`config.mk`:
```
export PLATFORM = sky130hd
export DESIGN_NAME = mspwm_timer
export DESIGN_NICKNAME = d
export VERILOG_FILES = /design/src/rtl/mspwm_pkg.sv /design/src/rtl/mspwm_tick.sv /design/src/rtl/mspwm_master.sv /design/src/rtl/mspwm_slave.sv /design/src/rtl/mspwm_timer.sv
export SDC_FILE = /design/constraint.sdc
export NUM_CORES = 1
export LEC_CHECK = 0
export ABC_AREA = 0
export BUFFER_PORTS_ARGS = -buffer_cell sky130_fd_sc_hd__buf_2
export CORE_MARGIN = 2
export CORE_UTILIZATION = 50
export DETAILED_ROUTE_END_ITERATION = 12
export PLACE_DENSITY = 0.74
export RECOVER_POWER = 50
export SLEW_MARGIN = 20
export SYNTH_ARGS = -nofsm -noshare
export SYNTH_HDL_FRONTEND = slang
export SYNTH_SLANG_ARGS = --single-unit
```
`constraint.sdc`:
```
create_clock -name clk -period 4.05 [get_ports clk]
set_input_delay 0.81 -clock clk [delete_from_list [all_inputs] [get_ports clk]]
set_output_delay 0.81 -clock clk [all_outputs]
set_load 0.01 [all_outputs]
```
`src/rtl/mspwm_pkg.sv`:
```
package mspwm_pkg;
  localparam int NUM_SLV = 2;
  localparam int NUM_CH  = NUM_SLV + 1;

  localparam logic [2:0] TRG_MASTER = 3'b100;
  localparam logic [1:0] CKS_A      = 2'b00;
  localparam logic [1:0] CKS_B      = 2'b10;

  // one-count family: upper three mode bits equal 100
  function automatic logic is_one_count(input logic [3:0] m);
    return m[3:1] == 3'b100;
  endfunction

  // next pin value from the enable, latch, level and the cycle's events
  function automatic logic next_pin(input logic en, input logic latch,
                                    input logic lvl, input logic setclr,
                                    input logic cur, input logic set_ev,
                                    input logic clr_ev, input logic tog_ev);
    if (!en) return latch;
    if (setclr) begin
      if (clr_ev) return lvl;
      if (set_ev) return ~lvl;
      return cur;
    end
    if (tog_ev) return ~cur;
    return cur;
  endfunction
endpackage

```
`src/rtl/mspwm_tick.sv`:
```
module mspwm_tick import mspwm_pkg::*; #(
  parameter int PRE_W = 8
) (
  input  logic             clk,
  input  logic             rst_n,
  input  logic [1:0]       sel,
  input  logic [PRE_W-1:0] div_a,
  input  logic [PRE_W-1:0] div_b,
  output logic             tick
);
  logic [PRE_W-1:0] ratio [2];
  logic [PRE_W-1:0] pc    [2];
  logic [1:0]       hit;

  assign ratio[0] = div_a;
  assign ratio[1] = div_b;

  for (genvar g = 0; g < 2; g++) begin : g_div
    assign hit[g] = pc[g] >= ratio[g];
    always_ff @(posedge clk) begin
      if (!rst_n)      pc[g] <= '0;
      else if (hit[g]) pc[g] <= '0;
      else             pc[g] <= pc[g] + PRE_W'(1);
    end

    div_wrap_chk: assert property (@(posedge clk) disable iff (!rst_n)
      hit[g] |=> pc[g] == '0);
  end

  always_comb begin
    unique case (sel)
      CKS_A:   tick = hit[0];
      CKS_B:   tick = hit[1];
      default: tick = 1'b0;
    endcase
  end
endmodule

```
`src/rtl/mspwm_master.sv`:
```
module mspwm_master #(
  parameter int CNT_W = 16
) (
  input  logic             clk,
  input  logic             rst_n,
  input  logic             run,
  input  logic             tick,
  input  logic [CNT_W-1:0] per,
  output logic             evt
);
  logic             act;
  logic [CNT_W-1:0] cnt;
  logic             start_ev, wrap_ev;

  assign start_ev = run && !act;
  assign wrap_ev  = run && act && tick && (cnt == '0);
  assign evt      = start_ev || wrap_ev;

  always_ff @(posedge clk) begin
    if (!rst_n) begin
      act <= 1'b0;
      cnt <= '0;
    end else if (!run) begin
      act <= 1'b0;
    end else if (start_ev) begin
      act <= 1'b1;
      cnt <= per;
    end else if (tick) begin
      cnt <= (cnt == '0) ? per : cnt - CNT_W'(1);
    end
  end


  period_reload_chk: assert property (@(posedge clk) disable iff (!rst_n)
    wrap_ev |=> cnt == $past(per));

  evt_needs_run_chk: assert property (@(posedge clk) disable iff (!rst_n)
    !run |=> !act);
endmodule

```
`src/rtl/mspwm_slave.sv`:
```
module mspwm_slave import mspwm_pkg::*; #(
  parameter int CNT_W = 16
) (
  input  logic             clk,
  input  logic             rst_n,
  input  logic             run,
  input  logic             tick,
  input  logic             m_evt,
  input  logic [3:0]       mode,
  input  logic [2:0]       trig,
  input  logic [CNT_W-1:0] duty,
  output logic             set_ev,
  output logic             done_ev
);
  logic             busy;
  logic [CNT_W-1:0] cnt;
  logic             armed, trg, last;

  assign armed   = is_one_count(mode) && (trig == TRG_MASTER);
  assign trg     = run && armed && m_evt && (!busy || mode[0]);
  assign last    = busy && tick && (cnt == CNT_W'(1));
  assign set_ev  = trg;
  assign done_ev = run && ((trg && duty == '0) || (last && !trg));

  always_ff @(posedge clk) begin
    if (!rst_n) begin
      busy <= 1'b0;
      cnt  <= '0;
    end else if (!run) begin
      busy <= 1'b0;
    end else if (trg) begin
      cnt  <= duty;
      busy <= duty != '0;
    end else if (busy && tick) begin
      cnt <= cnt - CNT_W'(1);
      if (cnt == CNT_W'(1)) busy <= 1'b0;
    end
  end


  load_on_start_chk: assert property (@(posedge clk) disable iff (!rst_n)
    (trg && duty != '0) |=> (busy && cnt == $past(duty)));

  idle_after_done_chk: assert property (@(posedge clk) disable iff (!rst_n)
    done_ev |=> !busy);

  idle_when_unarmed_chk: assert property (@(posedge clk) disable iff (!rst_n)
    (!armed && !busy) |=> !busy);
endmodule

```
`src/rtl/mspwm_timer.sv`:
```
module mspwm_timer import mspwm_pkg::*; #(
  parameter int CNT_W = 16,
  parameter int PRE_W = 8
) (
  input  logic                           clk,
  input  logic                           rst_n,
  input  logic                           run,
  input  logic [1:0]                     clk_sel,
  input  logic [PRE_W-1:0]               div_a,
  input  logic [PRE_W-1:0]               div_b,
  input  logic [CNT_W-1:0]               per_data,
  input  logic [NUM_SLV-1:0][CNT_W-1:0]  slv_duty,
  input  logic [NUM_SLV-1:0][3:0]        slv_mode,
  input  logic [NUM_SLV-1:0][2:0]        slv_trig,
  input  logic [NUM_CH-1:0]              oen,
  input  logic [NUM_CH-1:0]              olvl,
  input  logic [NUM_CH-1:0]              olat,
  input  logic [NUM_SLV-1:0]             omode,
  output logic [NUM_CH-1:0]              tout,
  output logic [NUM_CH-1:0]              irq
);
  logic               tick;
  logic               m_evt;
  logic [NUM_SLV-1:0] s_set, s_done;

  mspwm_tick #(.PRE_W(PRE_W)) u_tick (
    .clk(clk), .rst_n(rst_n), .sel(clk_sel),
    .div_a(div_a), .div_b(div_b), .tick(tick)
  );

  mspwm_master #(.CNT_W(CNT_W)) u_master (
    .clk(clk), .rst_n(rst_n), .run(run), .tick(tick),
    .per(per_data), .evt(m_evt)
  );

  always_ff @(posedge clk) begin
    if (!rst_n) begin
      tout[0] <= 1'b0;
      irq[0]  <= 1'b0;
    end else begin
      tout[0] <= next_pin(oen[0], olat[0], olvl[0], 1'b0, tout[0],
                          1'b0, 1'b0, m_evt);
      irq[0]  <= m_evt;
    end
  end

  for (genvar i = 0; i < NUM_SLV; i++) begin : g_slv
    mspwm_slave #(.CNT_W(CNT_W)) u_slv (
      .clk(clk), .rst_n(rst_n), .run(run), .tick(tick), .m_evt(m_evt),
      .mode(slv_mode[i]), .trig(slv_trig[i]), .duty(slv_duty[i]),
      .set_ev(s_set[i]), .done_ev(s_done[i])
    );

    always_ff @(posedge clk) begin
      if (!rst_n) begin
        tout[i+1] <= 1'b0;
        irq[i+1]  <= 1'b0;
      end else begin
        tout[i+1] <= next_pin(oen[i+1], olat[i+1], olvl[i+1], omode[i],
                              tout[i+1], s_set[i], s_done[i], s_done[i]);
        irq[i+1]  <= s_done[i];
      end
    end


    clear_wins_chk: assert property (@(posedge clk) disable iff (!rst_n)
      (s_done[i] && oen[i+1] && omode[i]) |=> tout[i+1] == $past(olvl[i+1]));
  end

  for (genvar c = 0; c < NUM_CH; c++) begin : g_pin

    latch_follow_chk: assert property (@(posedge clk) disable iff (!rst_n)
      !oen[c] |=> tout[c] == $past(olat[c]));
  end


  quiet_when_stopped_chk: assert property (@(posedge clk) disable iff (!rst_n)
    !run |=> irq == '0);
endmodule

```
Yosys cells after proc, flatten, opt, wreduce, memory -nomap -nowiden --
Memory sizes are Yosys's and may differ from the RTL's. Cells that the tools add are included.
Cells by class: bitwise gates (word level) 9, muxes and demuxes 94, reduce and logical (&&, ||, !) cells 52, magnitude comparators 2, equal/unequal tests 7, add/subtract/negate cells 5
Operator list (count):
- $mux W16 | 7
- $mux W1 | 82
- $logic_not A16 Y1 | 3
- $sub A16 B1 Y16 const B | 3
- $eq A16 B1 Y1 const B | 2
- $mux W8 | 4
- $reduce_bool A16 Y1 | 2
- $logic_and A1 B1 Y1 | 22
- $add A8 B1 Y8 const B | 2
- $ge A8 B8 Y1 | 2
- $eq A3 B3 Y1 const B | 4
- $reduce_and A2 Y1 | 6
- $reduce_bool A2 Y1 | 6
- $reduce_bool A3 Y1 | 2
- $logic_not A1 Y1 | 5
- $logic_or A1 B1 Y1 | 5
- $not A1 Y1 | 5
- $or A1 B1 Y1 | 4
- $eq A2 B2 Y1 const B | 1
- $logic_not A2 Y1 | 1
- $pmux W1 S2 | 1
Storage, ports and cells: register bits 57, output and inout port bits 6, bits in writable memories 16, memories kept 1, logic and storage cells 182, input bits 94
Memory list:
- u_tick.pc | words 2, width 8, rd ports 2, clocked after Yosys merged registers in 0, wr ports 2, line mspwm_tick.sv:12 | logic [PRE_W-1:0] pc [2];

Longest topological paths before layout --
depth after elaboration 26, gate-level depth with buffers 11, depth with buffers taken out 9

Hierarchy --
Synthesis repeated with hierarchy kept, for this count alone.
Second synthesis, totals: cell total of the unflattened synthesis 597, area total of the unflattened synthesis 4857.2 sq um
By module, submodules not included:
- mspwm_slave | area an instance 1148.6 sq um, cells an instance 154, sequential area each 340.3 sq um, times used 2
- mspwm_tick | area an instance 1223.7 sq um, cells an instance 120, sequential area each 480.5 sq um, times used 1
- mspwm_master | area an instance 1077.3 sq um, cells an instance 143, sequential area each 340.3 sq um, times used 1
- mspwm_timer | area an instance 259.0 sq um, cells an instance 26, sequential area each 120.1 sq um, times used 1

Worst setup path before layout --
Ideal clock, no wire load.
kind input -> register, from input port div_a[4], to register g_slv[1].u_slv.cnt[9], setup time 0.119 ns, data required time 3.931 ns, slack 0.999 ns, buffers on the path 2, data arrival time 2.933 ns, stages on the path 11, path through inv_1 ha_1 a21o_1 a221oi_1 o21ai_0 a221o_1 clkbuf_1 nand2_1 buf_2 a41oi_1 o221a_2
Between the ends: word-level cells in the longest chain between the ends 9, elaborated cells between the ends (all ways) 11, those cells by class 1 x order compare; 2 x mux; 8 x reduce/logical
RTL lines:
- start: declaration | line mspwm_timer.sv:9 | input logic [PRE_W-1:0] div_a,
- $ge A8 B8 Y1 * | line mspwm_tick.sv:19 | assign hit[g] = pc[g] >= ratio[g];
- $pmux W1 S2 * | line mspwm_tick.sv:31 | unique case (sel)
- $logic_and A1 B1 Y1 (2 in a row) | line mspwm_master.sv:16 | assign wrap_ev = run && act && tick && (cnt == '0);
- $logic_or A1 B1 Y1 | line mspwm_master.sv:17 | assign evt = start_ev || wrap_ev;
- $logic_and A1 B1 Y1 (2 in a row) | line mspwm_slave.sv:20 | assign trg = run && armed && m_evt && (!busy || mode[0]);
- $reduce_bool A2 Y1 (no source line)
- $reduce_and A2 Y1 (no source line)
- end signal: assignment | line mspwm_slave.sv:32 | cnt <= duty;
- end signal: assignment | line mspwm_slave.sv:35 | cnt <= cnt - CNT_W'(1);
- end: declaration | line mspwm_slave.sv:16 | logic [CNT_W-1:0] cnt;
Mark *: on every way between the ends. The rest lies on a longest branch, timed or not. A chain may end at the register's enable or synchronous reset.

Final worst setup path --
from input port div_b[7], to register tout[2]
Between the ends: word-level cells in the longest chain between the ends 21, elaborated cells between the ends (all ways) 36, those cells by class 1 x order compare; 22 x mux; 13 x reduce/logical
RTL lines:
- start: declaration | line mspwm_timer.sv:10 | input logic [PRE_W-1:0] div_b,
- $ge A8 B8 Y1 * | line mspwm_tick.sv:19
- $pmux W1 S2 * | line mspwm_tick.sv:31
- $logic_and A1 B1 Y1 (2 in a row) | line mspwm_master.sv:16
- $logic_or A1 B1 Y1 | line mspwm_master.sv:17
- $logic_and A1 B1 Y1 (2 in a row) | line mspwm_slave.sv:20
- $logic_not A1 Y1 | line mspwm_slave.sv:23 | assign done_ev = run && ((trg && duty == '0) || (last && !trg));
- $logic_and A1 B1 Y1 | line mspwm_slave.sv:23
- $logic_or A1 B1 Y1 | line mspwm_slave.sv:23
- (+2 left out)
- $mux W1 (2 in a row) | line mspwm_pkg.sv:20 | if (setclr) begin
- $mux W1 | line mspwm_timer.sv:55 | if (!rst_n) begin
- $mux W1 | line mspwm_pkg.sv:22 | if (set_ev) return ~lvl;
- $mux W1 | line mspwm_pkg.sv:20
- $mux W1 | line mspwm_pkg.sv:25 | if (tog_ev) return ~cur;
- $mux W1 | line mspwm_pkg.sv:26 | return cur;
- $mux W1 | line mspwm_pkg.sv:25
- $mux W1 | line mspwm_pkg.sv:20
- end signal: indexed assignment | line mspwm_timer.sv:59 | tout[i+1] <= next_pin(oen[i+1], olat[i+1], olvl[i+1], omode[i],
- end: declaration | line mspwm_timer.sv:19 | output logic [NUM_CH-1:0] tout,
Mark *: on every way between the ends. The rest lies on a longest branch, timed or not. The select of a mux whose other input is x is not followed.

==> metrics.md <==
| Metric | Value |
|---|---|
| Status | `completed` |
| Cells after Synth | `601` |
| Post-DP HPWL | `9.29 mm` |
| Starting Density | `50.7%` |
| Maximum VDD drop | `0.162 mV` |
| Largest net degree at the start of global routing | `36` |
| Via/cell ratio | `5.75` |
| CTS root buf | `clkbuf_8` |
| First-pass GRT wire length | `20.4 mm` |
| Avg Inst Size Synth | `8.13 µm²` |
| Initial antenna violation count | `0` |
| Final Hold Vio Count | `0` |
| Fin cells | `843` |
| Final Net Count | `822` |
| YS warnings | `0` |
| Clock buffer depth | `2` |
| Depth of the most critical reg-to-reg path | `9` |
| Post-synthesis sequential area ratio | `33.2%` |
| Top post-synthesis cells by area | `dfxtp_1 (23%), edfxtp_1 (9.8%), ha_1 (5.9%)` |
| H-tree levels | `3` |
| Wire per inst | `approximately 15 µm` |
| CTS Sinks | `73` |
| Die Ht | `around 100 µm` |
| Worst hold path type | `reg -> reg` |
| Ys flop type | `dfxtp_1` |
| Clock Skews | `0.00829 ns` |
| Area of the mapped netlist | `4880 µm²` |
| Die extent in x | `approximately 100 µm` |
| Setup TNS | `0 ns` |
| Slew Limit Fails | `0` |
| Share of layout cells above drive strength 1 | `18.3%` |
| Vias in the first global route | `between 4000 and 5000` |
| Via count | `4847` |
| CTS tree | `yes` |
| GP Congestion | `0.880` |
| Worst-Margin Slew | `1.43 ns` |
| CP Max Fanout | `24` |
| First-pass DRT Iterations | `5` |
| Hold path depth | `2` |
| Port Buffers | `98` |
| WP data arrival | `about 3.8 ns` |
| RSZ-0062 raised after global routing | `false` |
| Placed cell count | `approximately 830` |
| F_max | `0.283 GHz` |
| Rows | `36` |
| CTS resizes | `0` |
| PwrDens | `between 300 and 400 nW/µm²` |
| Asr flop ratio synth | `0%` |
| Final Total Pwr | `0.00173 W` |
| CP required | `4.29 ns` |
| # diodes | `0` |
| Total of max-cap violations | `0` |
| Setup crit start kind | `primary input` |
| Placement Setup Slack | `about 0.45 ns` |
| Post-CTS Setup Inserts | `0` |
| Iter 0 DRT Violations | `289` |
| Antenna viol nets, final | `0` |
| Clk Latency, worst-skew pair | `between 0.3 and 0.4 ns` |
| DIE AREA | `10600 µm²` |
| Wirelength, routed | `12.6 mm` |
| Synth-to-Final Area Change | `15.9%` |
| Worst Slack Setup Final | `0.516 ns` |
| Hold-fix buffers at CTS | `0` |
| Core Footprint | `9640 µm²` |
| Tot GR Track Use | `about a quarter` |
| Worst-path clk slew | `roughly 0.070 ns` |
| Slew Limit Headroom | `4.88%` |
| IO Count | `100` |
| Post-synth EDFFs | `16` |
| TritonCTS buffer count | `9` |
| Worst Path Class, Setup | `in -> reg` |
| GR Overflow Total | `0` |
| Crit end category | `flip-flop` |
| Final period utilization | `87.3%` |
| Leak | `roughly 2.4 nW` |
| Synthesized flop and latch total | `73` |
| Fin crit period | `about 3.5 ns` |
| Yosys cell types | `76` |
| Post-synth top area share | `between 20% and 30%` |
| Final Setup Violations | `0` |
| # DRC | `0` |
| Largest area contributor in the netlist | `dfxtp_1` |
[synthesized netlist by cell type (all sizes together), types with 5 or more instances]
cell type / instances
a21oi: 36
nand3: 26
a211oi: 22
clkbuf: 21
edfxtp: 16
o22ai: 12
nor2: 77
nand2: 40
ha: 23
inv: 33
a221oi: 6
o21ai: 23
o21a: 6
mux2i: 7
nor4: 18
nor3: 26
nand2b: 10
and3: 6
buf: 9
and2: 6
or3: 8
xnor2: 10
xor2: 16
a21o: 5
nand4: 12
dfxtp: 57
[cell type report]
class | instances | area, µm²
sequential | 73 | 1620
timing repair buffer | 108 | 546
tap | 133 | 166
clock inverter | 4 | 20.0
fill | 906 | 3980
clock buffer | 12 | 135
inverter | 33 | 124
multi-input combinational | 480 | 3050
[power by group]
part	switching, W	internal, W	total (W)
Clock	0.000270	0.000218	0.000488
Combinational	0.000239	0.000173	0.000412
Sequential	0.0000411	0.000786	0.000827
Total	0.000550	0.00118	0.00173
[sequential cells by signal, summed over array words and instances, names as in the netlist]
name              count
irq                   3
g_slv.u_slv.cnt      32
u_master.cnt         16
g_slv.u_slv.busy      2
tout                  3
u_master.act          1
u_tick.pc            16
[placed cells by master, fill, tap and decap left out, types with 5 or more instances in the layout]
cell,n
clkbuf_8,9
xnor2_1,10
buf_4,7
mux2i_1,7
and3_1,6
conb_1,16
edfxtp_1,16
xor2_1,16
nand2_1,39
nand3_1,26
ha_1,23
a21o_1,5
or3_1,7
dfxtp_1,57
clkbuf_1,13
nand2b_1,9
buf_2,91
o22ai_1,12
a211oi_1,22
nand4_1,12
o21ai_0,23
inv_1,32
nor3_1,25
nor2_1,75
a21oi_1,36
o21a_1,6
nor4_1,18
[cells by family (layout without fill, tap and decap cells)]
kind of cell	count (synthesis)	count (layout)	share of synthesized area (%)
AOI/OAI and AO/OA	154	154	22.8
xor gates and xnor gates	26	26	4.66
adders and majority gates	23	23	5.89
buffers and inverters	63	157	5.41
DFF	73	73	33.2
muxes	7	7	1.43
other	1	16	0.0768
and+or+nand+nor	254	254	26.5
[stage by stage]
| step | hold WS, ns | utilization (%) | cell area (µm²) |
|---|---|---|---|
| after floorplan | 0.443 | - | 4940 |
| after global placement | 0.453 | 57.5 | 5540 |
| after detailed placement | 0.465 | 57.5 | 5540 |
| after CTS | 0.479 | 59.1 | 5690 |
| after global routing | 0.522 | 58.7 | 5660 |
| final | 0.481 | 58.7 | 5660 |
[worst paths after layout]
check	from	end	slack (ns)
setup reg to reg	u_tick.pc[0][5]	tout[2]	0.61
setup / recovery	div_b[7]	tout[2]	0.52
hold / removal	g_slv[1].u_slv.cnt[10]	g_slv[1].u_slv.cnt[10]	0.48
hold reg to reg	g_slv[1].u_slv.cnt[10]	g_slv[1].u_slv.cnt[10]	0.48
[metal layers]
layer	track usage [%]	routed length, µm
met4	10.9	331
met2	40.7	6030
met5	0	0
met3	2.85	633
met1	31.4	5610
[worst max-delay path, cell delays in order]
cell	delay [ns]
buf_2	0.08
inv_1	0.03
ha_1	0.28
and2_0	0.16
o2111ai_1	0.14
o21ai_0	0.35
a221o_1	0.24
clkbuf_1	0.77
a32oi_1	0.36
o41ai_1	0.48
nor3_2	0.07
(Power assumes the default switching activity.)
